===== src/rtl/gsc_pkg.sv =====
package gsc_pkg;

    typedef enum logic [2:0] {
        PH_IDLE     = 3'd0,
        PH_BCAST    = 3'd1,
        PH_RECV     = 3'd2,
        PH_UPDATE   = 3'd3,
        PH_SENDRECV = 3'd4,
        PH_SEND     = 3'd5
    } phase_e;

    typedef enum logic {
        RED_MAX = 1'b0,
        RED_OR  = 1'b1
    } red_op_e;

    localparam int GSC_RED_W = 16;

    // phases closed by the full barrier (engines done and network drained)
    function automatic logic needs_drain(input phase_e ph);
        return (ph == PH_RECV) || (ph == PH_SENDRECV) || (ph == PH_SEND);
    endfunction

    // phases whose barrier also samples the reduce contributions
    function automatic logic is_rx_phase(input phase_e ph);
        return (ph == PH_RECV) || (ph == PH_SENDRECV);
    endfunction

endpackage


===== src/rtl/gsc_done_collect.sv =====
module gsc_done_collect #(
    parameter int N_ENG = 4
) (
    input  logic             clk,
    input  logic             rst,
    input  logic             clr,
    input  logic [N_ENG-1:0] preset,
    input  logic [N_ENG-1:0] eng_done,
    input  logic             net_empty,
    output logic             all_done,
    output logic             barrier
);

    logic [N_ENG-1:0] seen_q;
    logic [N_ENG-1:0] seen_now;

    assign seen_now = seen_q | eng_done;
    assign all_done = &seen_now;
    assign barrier  = all_done & net_empty;

    always_ff @(posedge clk) begin
        if (rst)
            seen_q <= '0;
        else if (clr)
            seen_q <= preset;
        else
            seen_q <= seen_now;
    end

    // collected completion flags never drop inside a phase
    AST_FLAGS_STICKY: assert property (@(posedge clk) disable iff (rst)
        !$past(clr) && !$past(rst) |-> ((seen_q & $past(seen_q)) == $past(seen_q)));

endmodule


===== src/rtl/gsc_reduce.sv =====
module gsc_reduce #(
    parameter int N_ENG = 4,
    parameter int RED_W = gsc_pkg::GSC_RED_W
) (
    input  logic                   clk,
    input  logic                   rst,
    input  logic                   capture,
    input  gsc_pkg::red_op_e       op,
    input  logic [N_ENG*RED_W-1:0] vals,
    output logic [RED_W-1:0]       result,
    output logic                   valid
);
    import gsc_pkg::*;

    logic [RED_W-1:0] acc [0:N_ENG];

    assign acc[0] = '0;

    for (genvar i = 0; i < N_ENG; i++) begin : g_fold
        logic [RED_W-1:0] v;
        assign v = vals[i*RED_W +: RED_W];
        if (1) begin : g_stage
            always_comb begin
                if (op == RED_OR)
                    acc[i+1] = acc[i] | v;
                else
                    acc[i+1] = (v > acc[i]) ? v : acc[i];
            end
        end
    end

    always_ff @(posedge clk) begin
        if (rst) begin
            result <= '0;
            valid  <= 1'b0;
        end else begin
            valid <= capture;
            if (capture)
                result <= acc[N_ENG];
        end
    end

    AST_RED_PULSE: assert property (@(posedge clk) disable iff (rst)
        valid |=> !valid);

endmodule


===== src/rtl/gsc_seq.sv =====
module gsc_seq #(
    parameter int N_ENG  = 4,
    parameter int STEP_W = 8,
    parameter int OPC_W  = 4
) (
    input  logic              clk,
    input  logic              rst,
    input  logic              start,
    input  logic [STEP_W-1:0] step_count,
    input  logic              red_op_in,
    input  logic [OPC_W-1:0]  bcast_op_in,
    input  logic [N_ENG-1:0]  bcast_sel_in,
    input  logic              all_done,
    input  logic              barrier,
    output gsc_pkg::phase_e   phase,
    output logic              cmd_stb,
    output logic [STEP_W-1:0] step_no,
    output logic              busy,
    output logic              query_done,
    output gsc_pkg::red_op_e  red_op_q,
    output logic [OPC_W-1:0]  bcast_op_q,
    output logic [N_ENG-1:0]  bcast_sel_q,
    output logic              clr,
    output logic [N_ENG-1:0]  preset,
    output logic              capture
);
    import gsc_pkg::*;

    phase_e            nxt;
    logic [STEP_W-1:0] cnt_q;
    logic              accept;
    logic              phase_ok;

    assign accept   = (phase == PH_IDLE) && start;
    assign phase_ok = needs_drain(phase) ? barrier : all_done;

    always_comb begin
        nxt = phase;
        unique case (phase)
            PH_IDLE:     if (start) nxt = PH_BCAST;
            PH_BCAST:    if (phase_ok) nxt = (cnt_q == '0) ? PH_IDLE : PH_RECV;
            PH_RECV:     if (phase_ok) nxt = PH_UPDATE;
            PH_UPDATE:   if (phase_ok) nxt = (step_no == cnt_q) ? PH_SEND : PH_SENDRECV;
            PH_SENDRECV: if (phase_ok) nxt = PH_UPDATE;
            PH_SEND:     if (phase_ok) nxt = PH_IDLE;
            default:     nxt = PH_IDLE;
        endcase
    end

    assign clr     = (nxt != phase);
    assign preset  = (nxt == PH_BCAST) ? ~bcast_sel_in : '0;
    assign capture = is_rx_phase(phase) && barrier;

    always_ff @(posedge clk) begin
        if (rst) begin
            phase       <= PH_IDLE;
            cmd_stb     <= 1'b0;
            step_no     <= '0;
            busy        <= 1'b0;
            query_done  <= 1'b0;
            cnt_q       <= '0;
            red_op_q    <= RED_MAX;
            bcast_op_q  <= '0;
            bcast_sel_q <= '0;
        end else begin
            phase      <= nxt;
            cmd_stb    <= clr && (nxt != PH_IDLE);
            busy       <= (nxt != PH_IDLE);
            query_done <= (phase != PH_IDLE) && (nxt == PH_IDLE);
            if (accept) begin
                cnt_q       <= step_count;
                red_op_q    <= red_op_e'(red_op_in);
                bcast_op_q  <= bcast_op_in;
                bcast_sel_q <= bcast_sel_in;
                step_no     <= '0;
            end else if ((phase == PH_BCAST) && (nxt == PH_RECV)) begin
                step_no <= STEP_W'(1);
            end else if ((phase == PH_UPDATE) && (nxt == PH_SENDRECV)) begin
                step_no <= step_no + STEP_W'(1);
            end
        end
    end

    AST_STEP_BOUND: assert property (@(posedge clk) disable iff (rst)
        busy |-> (step_no <= cnt_q));

    AST_UPDATE_EXIT: assert property (@(posedge clk) disable iff (rst)
        (phase == PH_UPDATE) |=> (phase == PH_UPDATE) || (phase == PH_SEND)
                                 || (phase == PH_SENDRECV));

    AST_STB_ACTIVE: assert property (@(posedge clk) disable iff (rst)
        cmd_stb |-> (phase != PH_IDLE));

    AST_START_HELD: assert property (@(posedge clk) disable iff (rst)
        busy && $past(busy) && !$past(rst) |-> $stable(cnt_q));

endmodule


===== src/rtl/graph_step_ctrl.sv =====
module graph_step_ctrl #(
    parameter int N_ENG  = 4,
    parameter int RED_W  = gsc_pkg::GSC_RED_W,
    parameter int STEP_W = 8,
    parameter int OPC_W  = 4
) (
    input  logic                   clk,
    input  logic                   rst,
    input  logic                   start,
    input  logic [STEP_W-1:0]      step_count,
    input  logic                   red_op,
    input  logic [OPC_W-1:0]       bcast_op_in,
    input  logic [N_ENG-1:0]       bcast_sel_in,
    input  logic [N_ENG-1:0]       eng_done,
    input  logic                   net_empty,
    input  logic [N_ENG*RED_W-1:0] eng_red_val,
    output logic [2:0]             phase_cmd,
    output logic                   cmd_stb,
    output logic [OPC_W-1:0]       bcast_op,
    output logic [N_ENG-1:0]       bcast_sel,
    output logic                   busy,
    output logic [STEP_W-1:0]      step_no,
    output logic [RED_W-1:0]       red_result,
    output logic                   red_valid,
    output logic                   query_done
);
    import gsc_pkg::*;

    phase_e           phase;
    red_op_e          op_q;
    logic             all_done;
    logic             barrier;
    logic             clr;
    logic             capture;
    logic [N_ENG-1:0] preset;

    gsc_seq #(.N_ENG(N_ENG), .STEP_W(STEP_W), .OPC_W(OPC_W)) u_seq (
        .clk         (clk),
        .rst         (rst),
        .start       (start),
        .step_count  (step_count),
        .red_op_in   (red_op),
        .bcast_op_in (bcast_op_in),
        .bcast_sel_in(bcast_sel_in),
        .all_done    (all_done),
        .barrier     (barrier),
        .phase       (phase),
        .cmd_stb     (cmd_stb),
        .step_no     (step_no),
        .busy        (busy),
        .query_done  (query_done),
        .red_op_q    (op_q),
        .bcast_op_q  (bcast_op),
        .bcast_sel_q (bcast_sel),
        .clr         (clr),
        .preset      (preset),
        .capture     (capture)
    );

    gsc_done_collect #(.N_ENG(N_ENG)) u_collect (
        .clk      (clk),
        .rst      (rst),
        .clr      (clr),
        .preset   (preset),
        .eng_done (eng_done),
        .net_empty(net_empty),
        .all_done (all_done),
        .barrier  (barrier)
    );

    gsc_reduce #(.N_ENG(N_ENG), .RED_W(RED_W)) u_reduce (
        .clk    (clk),
        .rst    (rst),
        .capture(capture),
        .op     (op_q),
        .vals   (eng_red_val),
        .result (red_result),
        .valid  (red_valid)
    );

    assign phase_cmd = phase;

    // an update is entered from a drained receive only
    AST_DRAINED_BEFORE_UPDATE: assert property (@(posedge clk) disable iff (rst)
        (phase == PH_UPDATE) && ($past(phase) != PH_UPDATE) |-> $past(net_empty));

    AST_RED_IN_UPDATE: assert property (@(posedge clk) disable iff (rst)
        red_valid |-> (phase == PH_UPDATE));

    AST_DONE_IDLE: assert property (@(posedge clk) disable iff (rst)
        query_done |-> (phase == PH_IDLE) && !busy);

    AST_IDLE_NOT_BUSY: assert property (@(posedge clk) disable iff (rst)
        (phase == PH_IDLE) |-> !busy);

endmodule


===== config.mk =====
export PLATFORM = sky130hd
export DESIGN_NAME = graph_step_ctrl
export DESIGN_NICKNAME = d
export VERILOG_FILES = /design/src/rtl/gsc_pkg.sv /design/src/rtl/gsc_done_collect.sv /design/src/rtl/gsc_reduce.sv /design/src/rtl/gsc_seq.sv /design/src/rtl/graph_step_ctrl.sv
export SDC_FILE = /design/constraint.sdc
export NUM_CORES = 1
export LEC_CHECK = 0
export ABC_CLOCK_PERIOD_IN_PS = 16990
export BUFFER_PORTS_ARGS = -buffer_cell sky130_fd_sc_hd__buf_2
export CAP_MARGIN = 30
export CORE_ASPECT_RATIO = 1.5
export CORE_MARGIN = 2
export CORE_UTILIZATION = 49
export CTS_BUF_LIST = sky130_fd_sc_hd__clkbuf_16
export CTS_CLUSTER_SIZE = 24
export DETAILED_ROUTE_END_ITERATION = 8
export PLACE_DENSITY = 0.74
export SYNTH_ARGS = -nofsm -noshare
export SYNTH_HDL_FRONTEND = slang
export SYNTH_SLANG_ARGS = --single-unit

===== constraint.sdc =====
create_clock -name clk -period 16.99 [get_ports clk]
set_input_delay 5.097 -clock clk [delete_from_list [all_inputs] [get_ports clk]]
set_output_delay 5.097 -clock clk [all_outputs]
set_load 0.005 [all_outputs]

Word-level counts from Yosys, hierarchy flattened
Index checks and enable logic that the tools add are counted.

Flip-flop bits (word level): 52. Output and inout port bits: 39.

$add $sub $neg: 1. Magnitude comparators: 4. Eq/ne operators: 10. Muxes and demuxes: 21. Bitwise operators: 6. Reduce and logical (&&, ||, !) cells: 18.

Operators by type and width (number): 2-to-1 mux 16 bit (8); > comparator 16 bit (3); OR 16 bit (3); > comparator 16 x 1 -> 1 bit, second input constant (1); 2-to-1 mux 3 bit (5); case mux 3 bit (5 select lines) (1); == test 3 x 2 -> 1 bit, second input constant (3); == test 3 bit, second input constant (3); adder 8 x 1 -> 8 bit, second input constant (1); == test 8 bit (1); logical NOT 8 bit (1); 2-to-1 mux 4 bit (2); == test 3 x 1 -> 1 bit, second input constant (2); logical AND 1 bit (6); logical NOT 3 bit (2); nonzero test 3 bit (2); 2-to-1 mux 1 bit (4); NOT 4 bit (1); OR 4 bit (1); AND reduction 4 bit (1); OR reduction 2 bit (2); inequality test 3 bit (1); OR reduction 3 bit (1); logical OR 1 bit (2); other kinds (3) (3).

Logic depth before layout (Yosys ltp)
Gate-level depths: netlist (run 1).

Word-level depth: 12. Depth in mapped cells: 34.

Hierarchy
Synthesis (run 1) repeated with hierarchy kept, for this count alone.

Cells, all modules: 743. Area, all modules: 5509.0 sq um.

By module, submodules not included: gsc_reduce (times used 1, cells each 527, area each 3814.9 sq um); gsc_seq (times used 1, cells each 195, area each 1515.2 sq um); gsc_done_collect (times used 1, cells each 21, area each 178.9 sq um).

Worst setup path after synthesis (run 1)
No wires, ideal clock.

Path kind: in2reg. Start: in eng_red_val[15]. End: reg u_reduce.result[10]. Library setup time: 0.144 ns. Arrival time: 11.587 ns. Slack: 5.260 ns. Stages: 33. Buffers on the path: 4. Cell sequence: inv_1 > ha_1 > nor4_4 > o21ai_1 > o311ai_1 > nor4_1 > nor2_1 > clkbuf_1 > nand2_1 > o21ai_0 > o21ai_0 > ha_1 > nor2_1 > a41oi_1 > o21ai_0 > a221o_1 > a211o_1 > a31oi_1 > a211o_1 > buf_6 > buf_8 > mux2i_1 > mux2_2 > ha_1 > or4_1 > nor2_1 > nor4b_1 > nand3_1 > o21ai_1 > and2_1 > clkbuf_1 > a32o_1 > a41oi_2.

Cells in the longest elaborated chain, start to end: 12.

RTL lines: from (decl) (line graph_step_ctrl.sv:16) `input logic [N_ENG*RED_W-1:0] eng_red_val,`; > comparator 16 x 1 -> 1 bit (line gsc_reduce.sv:27) `acc[i+1] = (v > acc[i]) ? v : acc[i];`; 2-to-1 mux 16 bit (line gsc_reduce.sv:27); 2-to-1 mux 16 bit * (line gsc_reduce.sv:24) `if (op == RED_OR)`; > comparator 16 bit (line gsc_reduce.sv:27); 2-to-1 mux 16 bit (line gsc_reduce.sv:27); 2-to-1 mux 16 bit * (line gsc_reduce.sv:24); > comparator 16 bit (line gsc_reduce.sv:27); 2-to-1 mux 16 bit (line gsc_reduce.sv:27); 2-to-1 mux 16 bit * (line gsc_reduce.sv:24); > comparator 16 bit (line gsc_reduce.sv:27); 2-to-1 mux 16 bit (line gsc_reduce.sv:27); 2-to-1 mux 16 bit * (line gsc_reduce.sv:24); to (signal assigned) (line gsc_reduce.sv:39) `result <= acc[N_ENG];`; to (decl) (line gsc_reduce.sv:10) `output logic [RED_W-1:0] result,`.

Every way passes the cells marked *; elsewhere a longest branch is shown, timed or not. A chain may end at the register's enable or synchronous reset.

Worst setup path after layout (run 1)
Start: in eng_red_val[31]. End: reg u_reduce.result[9].

Cells in the longest elaborated chain, start to end: 9.

RTL lines (line): > comparator 16 bit (gsc_reduce.sv:27); 2-to-1 mux 16 bit (gsc_reduce.sv:27); 2-to-1 mux 16 bit * (gsc_reduce.sv:24); > comparator 16 bit (gsc_reduce.sv:27); 2-to-1 mux 16 bit (gsc_reduce.sv:27); 2-to-1 mux 16 bit * (gsc_reduce.sv:24); > comparator 16 bit (gsc_reduce.sv:27); 2-to-1 mux 16 bit (gsc_reduce.sv:27); 2-to-1 mux 16 bit * (gsc_reduce.sv:24).

Marks and branches as above.

==> results.sh, run 1 <==
export IMPL_hold_path_end="u_seq.bcast_op_q[3]"
export IMPL_die_area_sq_mm=0.0115
export IMPL_fin_util_pct=58.1
export IMPL_root_buffer="clkbuf_16"
export IMPL_async_flop_share_pct=0
export IMPL_required_ns=17.12
export IMPL_path_max_fanout=16
export IMPL_hold_viol_final=0
export IMPL_period_minus_slack_ns=13.09
export IMPL_worstSetupPathType="primary input to flip-flop"
export IMPL_rows=46
export IMPL_start_util_pct=49.8
export IMPL_yosysWarningCount=0
export IMPL_grt_pass1_wl_um=21900
export IMPL_synth_nets=859
export IMPL_r2r_start="u_seq.red_op_q"
export IMPL_filler_cell_count=1013
export IMPL_power_leakage_uw=0.00303
export IMPL_clock_path_buffers=2
export IMPL_core_sq_mm=0.0105
export IMPL_power_share_sequential_pct=31.0
export IMPL_finalCritPeriodShare_pct=77.1
export IMPL_max_cap_violations=0
export IMPL_hold_start="u_seq.bcast_op_q[3]"
export IMPL_postCtsHoldBufs=0
export IMPL_dp_hpwl_um=11200
export IMPL_first_iter_violations=233
export IMPL_crit_slowest_cell="a211o_1"
export IMPL_die_width_um=88.3
export IMPL_syn_inst=675
export IMPL_finalMaxSlewViolations=0
export IMPL_vias_per_cell=5.51
export IMPL_grt_start_max_net_pins=89
export IMPL_clockPowerShare_pct=27.4
export IMPL_intPower_uw=266
export IMPL_final_nets=964
export IMPL_tns_ns=0
export IMPL_whs_path_depth=2
export IMPL_via_count=5094
export IMPL_portBuffers=127
export IMPL_drive_above_1_share_pct=21.3
export IMPL_tightest_slew_ns=0.876
export IMPL_hp_class="flip-flop to flip-flop"
export IMPL_gp_congestion=0.930
export IMPL_yosysUniqueCellTypes=57
export IMPL_cts_tree="done"
export IMPL_worstSetupStartpointType="primary input"
export IMPL_switching_share_pct=36.7
export IMPL_path_clk_slew_ns=0.06
export IMPL_grt_use_total_pct=23.7
export IMPL_total_power_uw=420
export IMPL_fmax_mhz=76.4
export IMPL_r2r_slack_ns=9.83
export IMPL_clk_latency_ns=0.29
export IMPL_fin_skew_ns=0.00818
export IMPL_yosysSeqAreaShare_pct=19.9
export IMPL_boundaryPins=128
export IMPL_rsz0062_at_grt="false"
export IMPL_dr_pass1_iters=5
export IMPL_ant_nets=0
export IMPL_synth_edf_count=0
export IMPL_cts_resized=0
export IMPL_drt_wl_total_um=13700
export IMPL_r2r_cells=21
export IMPL_syn_area_sq_mm=0.00522
export IMPL_p_sw_uw=154
export IMPL_grt_overflow_total=0
export IMPL_antenna_diode_count=0
export IMPL_ir_worst_vdd_v=0.0000510
export IMPL_grt_antenna_before_repair=0
export IMPL_combPwrFrac_pct=41.5
export IMPL_htree_levels=2
export IMPL_cts_setup_buffers=0
export IMPL_syn_avg_cell_area_sq_um=7.74
export IMPL_wl_per_cell_um=14.8
export IMPL_areaGrowthSynthToFinish_pct=16.5
export IMPL_relSlewSlack_pct=41.5
export IMPL_ys_ff_latch=52
export IMPL_r2r_end="u_reduce.result[9]"
export IMPL_setup_viol=0
export IMPL_numClockSinks=52
export IMPL_numCtsBuffers=5
export IMPL_drc=0
export IMPL_status="finished clean"
export IMPL_crit_arrival_ns=13.22
export IMPL_ys_flop_type="dfxtp_1"
export IMPL_first_global_vias=4996
export IMPL_crit_path_end_kind="flip-flop"
export IMPL_cellPowerDensity_mw_per_mm2=69.1
export IMPL_die_y_um=130
export IMPL_slowest_delay_ns=0.66
-- power groups by stage --
stage | logic [uW] | clock network (uW) | registers (uW)
floorplan | 124 | 0 | 133
global placement | 166 | 0 | 133
detailed placement | 172 | 0 | 133
CTS | 173 | 118 | 130
global route | 194 | 122 | 131
finish | 174 | 115 | 130
-- flip-flops by register name, indices dropped and copies added, names as in the netlist --
| register | cells |
|---|---|
| u_collect.seen_q | 4 |
| u_reduce.result | 16 |
| u_reduce.valid | 1 |
| u_seq.bcast_op_q | 4 |
| u_seq.bcast_sel_q | 4 |
| u_seq.busy | 1 |
| u_seq.cmd_stb | 1 |
| u_seq.cnt_q | 8 |
| u_seq.phase | 3 |
| u_seq.query_done | 1 |
| u_seq.red_op_q | 1 |
| u_seq.step_no | 8 |
-- worst max-delay path: cells and delay by family --
family / cells / cell delay (ns)
simple gates: 14 / 4.18
compound gates: 7 / 1.87
fa+ha+maj: 3 / 0.93
buf+inv: 4 / 0.54
mux: 2 / 0.54
-- cell usage after synthesis (11+ instances only) --
cell	number	share of area, %
ha_1	95	23
nand2_1	83	6.0
inv_1	81	5.8
dfxtp_1	52	20
a21oi_1	51	4.9
nor2_1	47	3.4
o21ai_0	38	3.6
clkbuf_1	27	1.9
nand3_1	13	1.2
nor3_1	13	1.2
mux2i_1	11	2.1
-- worst max-delay path by stage --
stage	from	to	slack [ns]	depth (start not counted)
after floorplan	eng_red_val[15]	u_reduce.result[10]	5.26	33
after global placement	eng_red_val[1]	u_reduce.result[11]	3.91	29
after detailed placement	eng_red_val[31]	u_reduce.result[9]	3.57	30
after CTS	eng_red_val[31]	u_reduce.result[9]	3.86	30
after global routing	eng_red_val[31]	u_reduce.result[14]	2.99	30
final	eng_red_val[31]	u_reduce.result[9]	3.90	30
-- final cells by class --
| type | instances | area (sq um) | share of cell area, % |
|---|---|---|---|
| tap | 144 | 180 | 2.96 |
| sequential | 52 | 1040 | 17.1 |
| clock buffer | 5 | 125 | 2.06 |
| timing repair buffer | 131 | 666 | 10.9 |
| multi-input combinational | 509 | 3720 | 61.2 |
| inverter | 81 | 304 | 5.00 |
| clock inverter | 3 | 42.5 | 0.699 |
-- layout by cell type (no fill, tap or decap), types with 7 or more instances in the layout --
cell type / netlist / layout
buf_2: 0 / 127
ha_1: 95 / 95
nand2_1: 83 / 83
inv_1: 81 / 81
a21oi_1: 51 / 51
dfxtp_1: 52 / 51
nor2_1: 47 / 47
o21ai_0: 38 / 38
nand3_1: 13 / 13
nor3_1: 13 / 13
mux2i_1: 11 / 11
nor2b_1: 10 / 10
a221o_1: 10 / 10
mux2_2: 9 / 9
o31ai_1: 8 / 8
nor4_1: 8 / 8
xor2_1: 8 / 8
xnor2_1: 8 / 8
nand2b_1: 7 / 7
a32o_1: 7 / 7
-- kinds of logic after synthesis --
logic type | Yosys count | synth area share, %
mux | 20 | 4.05
xor+xnor | 16 | 2.68
simple gates | 207 | 19.0
compound gates | 171 | 22.8
buf+inv | 114 | 8.77
fa+ha+maj | 95 | 22.8
flops | 52 | 19.9
-- stage by stage --
stage               worst slack, ns  cell area, sq um  instances  hold slack (ns)
global placement               3.91              5910        917            0.438
finish                         3.90              6080        925            0.451
global route                   2.99              6080        925            0.469
detailed placement             3.57              5910        917            0.443
CTS                            3.86              6080        925            0.452
floorplan                      5.26              5220        675            0.453
-- metal layers --
| layer | global-route usage (%) | vias to the layer above | share of wire [%] |
|---|---|---|---|
| met4 | 11.9 | 0 | 3.7 |
| met3 | 2.45 | 35 | 4.2 |
| met1 | 24.6 | 2351 | 38 |
| met2 | 45.7 | 144 | 54 |
| li1 | - | 2564 | - |
| met5 | 0 | - | 0 |
(Power assumes the default switching activity.)
==> run 2, diff against run 1 <==
ABC_CLOCK_PERIOD_IN_PS = 13750   (was 16990)
clock period = 13.75 ns   (was 16.99 ns; I/O delays follow)
==> results.sh, run 2 (synthesis results as in run 1) <==
export IMPL_status="finished clean"
export IMPL_worstSetupPathType="primary input to flip-flop"
export IMPL_rows=46
export IMPL_start_util_pct=49.8
export IMPL_drc=0
export IMPL_fin_skew_ns=0.00538
export IMPL_drive_above_1_share_pct=21.1
export IMPL_die_area_sq_mm=0.0115
export IMPL_finalMaxSlewViolations=0
export IMPL_rsz0062_at_grt="false"
export IMPL_fin_util_pct=57.8
export IMPL_cts_setup_buffers=0
export IMPL_setup_viol=0
export IMPL_layout_commonest_cell="buf_2"
export IMPL_power_leakage_uw=0.00301
export IMPL_via_count=5117
export IMPL_wl_per_cell_um=14.8
export IMPL_grt_pass1_wl_um=21900
export IMPL_crit_arrival_ns=12.54
export IMPL_portBuffers=127
export IMPL_required_ns=13.88
export IMPL_power_share_sequential_pct=32.2
export IMPL_slowest_delay_ns=0.62
export IMPL_htree_levels=2
export IMPL_crit_slowest_cell="a211o_1"
export IMPL_core_sq_mm=0.0105
export IMPL_combPwrFrac_pct=42.6
export IMPL_ir_worst_vdd_v=0.0000461
export IMPL_root_buffer="clkbuf_16"
export IMPL_largest_reg_flops=16
export IMPL_cellPowerDensity_mw_per_mm2=82.4
export IMPL_path_buf_inv=4
export IMPL_dr_pass1_iters=6
export IMPL_die_y_um=130
export IMPL_tightest_slew_ns=0.957
export IMPL_areaGrowthSynthToFinish_pct=16.0
export IMPL_worstSetupStartpointType="primary input"
export IMPL_p_sw_uw=190
export IMPL_hold_viol_final=0
export IMPL_hold_slack_ns=0.456
export IMPL_switching_share_pct=38.0
export IMPL_relSlewSlack_pct=36.1
export IMPL_max_cap_violations=0
export IMPL_filler_cell_count=1021
export IMPL_cts_tree="done"
export IMPL_first_iter_violations=212
export IMPL_multiInputGateArea_sq_mm=0.00372
export IMPL_postCtsHoldBufs=0
export IMPL_place_ws_ns=1.04
export IMPL_layout_common_cells="buf_2, ha_1, nand2_1"
export IMPL_period_minus_slack_ns=12.41
export IMPL_setup_ws_ns=1.34
export IMPL_regArea_sq_mm=0.00104
export IMPL_die_width_um=88.3
export IMPL_antenna_diode_count=0
export IMPL_clock_path_buffers=2
export IMPL_gp_congestion=0.890
export IMPL_clockPowerShare_pct=25.1
export IMPL_intPower_uw=309
export IMPL_ant_nets=0
export IMPL_cts_resized=0
export IMPL_numClockSinks=52
export IMPL_tns_ns=0
export IMPL_grt_antenna_before_repair=1
export IMPL_clk_latency_ns=0.29
export IMPL_fmax_mhz=80.6
export IMPL_crit_path_end_kind="flip-flop"
export IMPL_reg_largest_list="u_reduce.result x16, u_seq.cnt_q x8, u_seq.step_no x8"
export IMPL_crit_family="simple AND/OR/NAND/NOR gates"
export IMPL_hp_class="flip-flop to flip-flop"
export IMPL_grt_use_total_pct=23.7
export IMPL_path_max_fanout=19
export IMPL_dp_hpwl_um=11100
export IMPL_path_clk_slew_ns=0.07
export IMPL_numCtsBuffers=5
export IMPL_grt_overflow_total=0
export IMPL_regMostFlops="u_reduce.result"
export IMPL_first_global_vias=4928
export IMPL_final_nets=964
export IMPL_vias_per_cell=5.53
export IMPL_grt_start_max_net_pins=89
export IMPL_drt_wl_total_um=13700
export IMPL_boundaryPins=128
export IMPL_finalCritPeriodShare_pct=90.2
-- run 2: final timing paths --
path,start,depth (start not counted),endpoint,slack [ns]
min,u_seq.bcast_op_q[0],2,u_seq.bcast_op_q[0],0.46
max reg2reg,u_seq.red_op_q,21,u_reduce.result[11],6.60
max,eng_red_val[31],30,u_reduce.result[11],1.34
min reg2reg,u_seq.bcast_op_q[0],2,u_seq.bcast_op_q[0],0.46
-- run 2: per-layer routing --
layer,vias to the layer above,wire [um],global-route usage (%)
met1,2362,5230,24.9
met4,2,554,11.8
li1,2564,-,-
met3,37,610,2.70
met5,-,13,0
met2,152,7290,45.2
-- run 2: power groups by stage --
stage	registers, uW	clock network, uW	logic, uW
2_1_floorplan	164	0	153
3_3_place_gp	164	0	205
3_5_place_dp	165	0	211
4_1_cts	161	129	212
5_1_grt	162	134	239
6_report	161	126	213
-- run 2: worst register-to-register path: cells and delay by family (launching register included) --
kind                     cells  cell delay [ns]
AO/OA/AOI/OAI                9             2.54
AND/OR/NAND/NOR              7             2.32
adder cells (fa/ha/maj)      2             0.66
buffers and inverters        1             0.64
multiplexers                 2             0.54
flip-flops                   1             0.31
-- run 2: layout make-up --
cell class / instances / area share (%)
clock inverter: 3 / 0.310
inverter: 81 / 5.02
timing repair buffer: 131 / 11.0
multi-input combinational: 509 / 61.4
sequential: 52 / 17.2
tap: 144 / 2.97
clock buffer: 5 / 2.07
-- run 2: per-stage QoR --
step	total power [uW]	std cells	area, sq um
finish	499	925	6060
CTS	502	925	6060
global placement	370	917	5910
global route	535	925	6060
floorplan	317	675	5220
detailed placement	376	917	5910
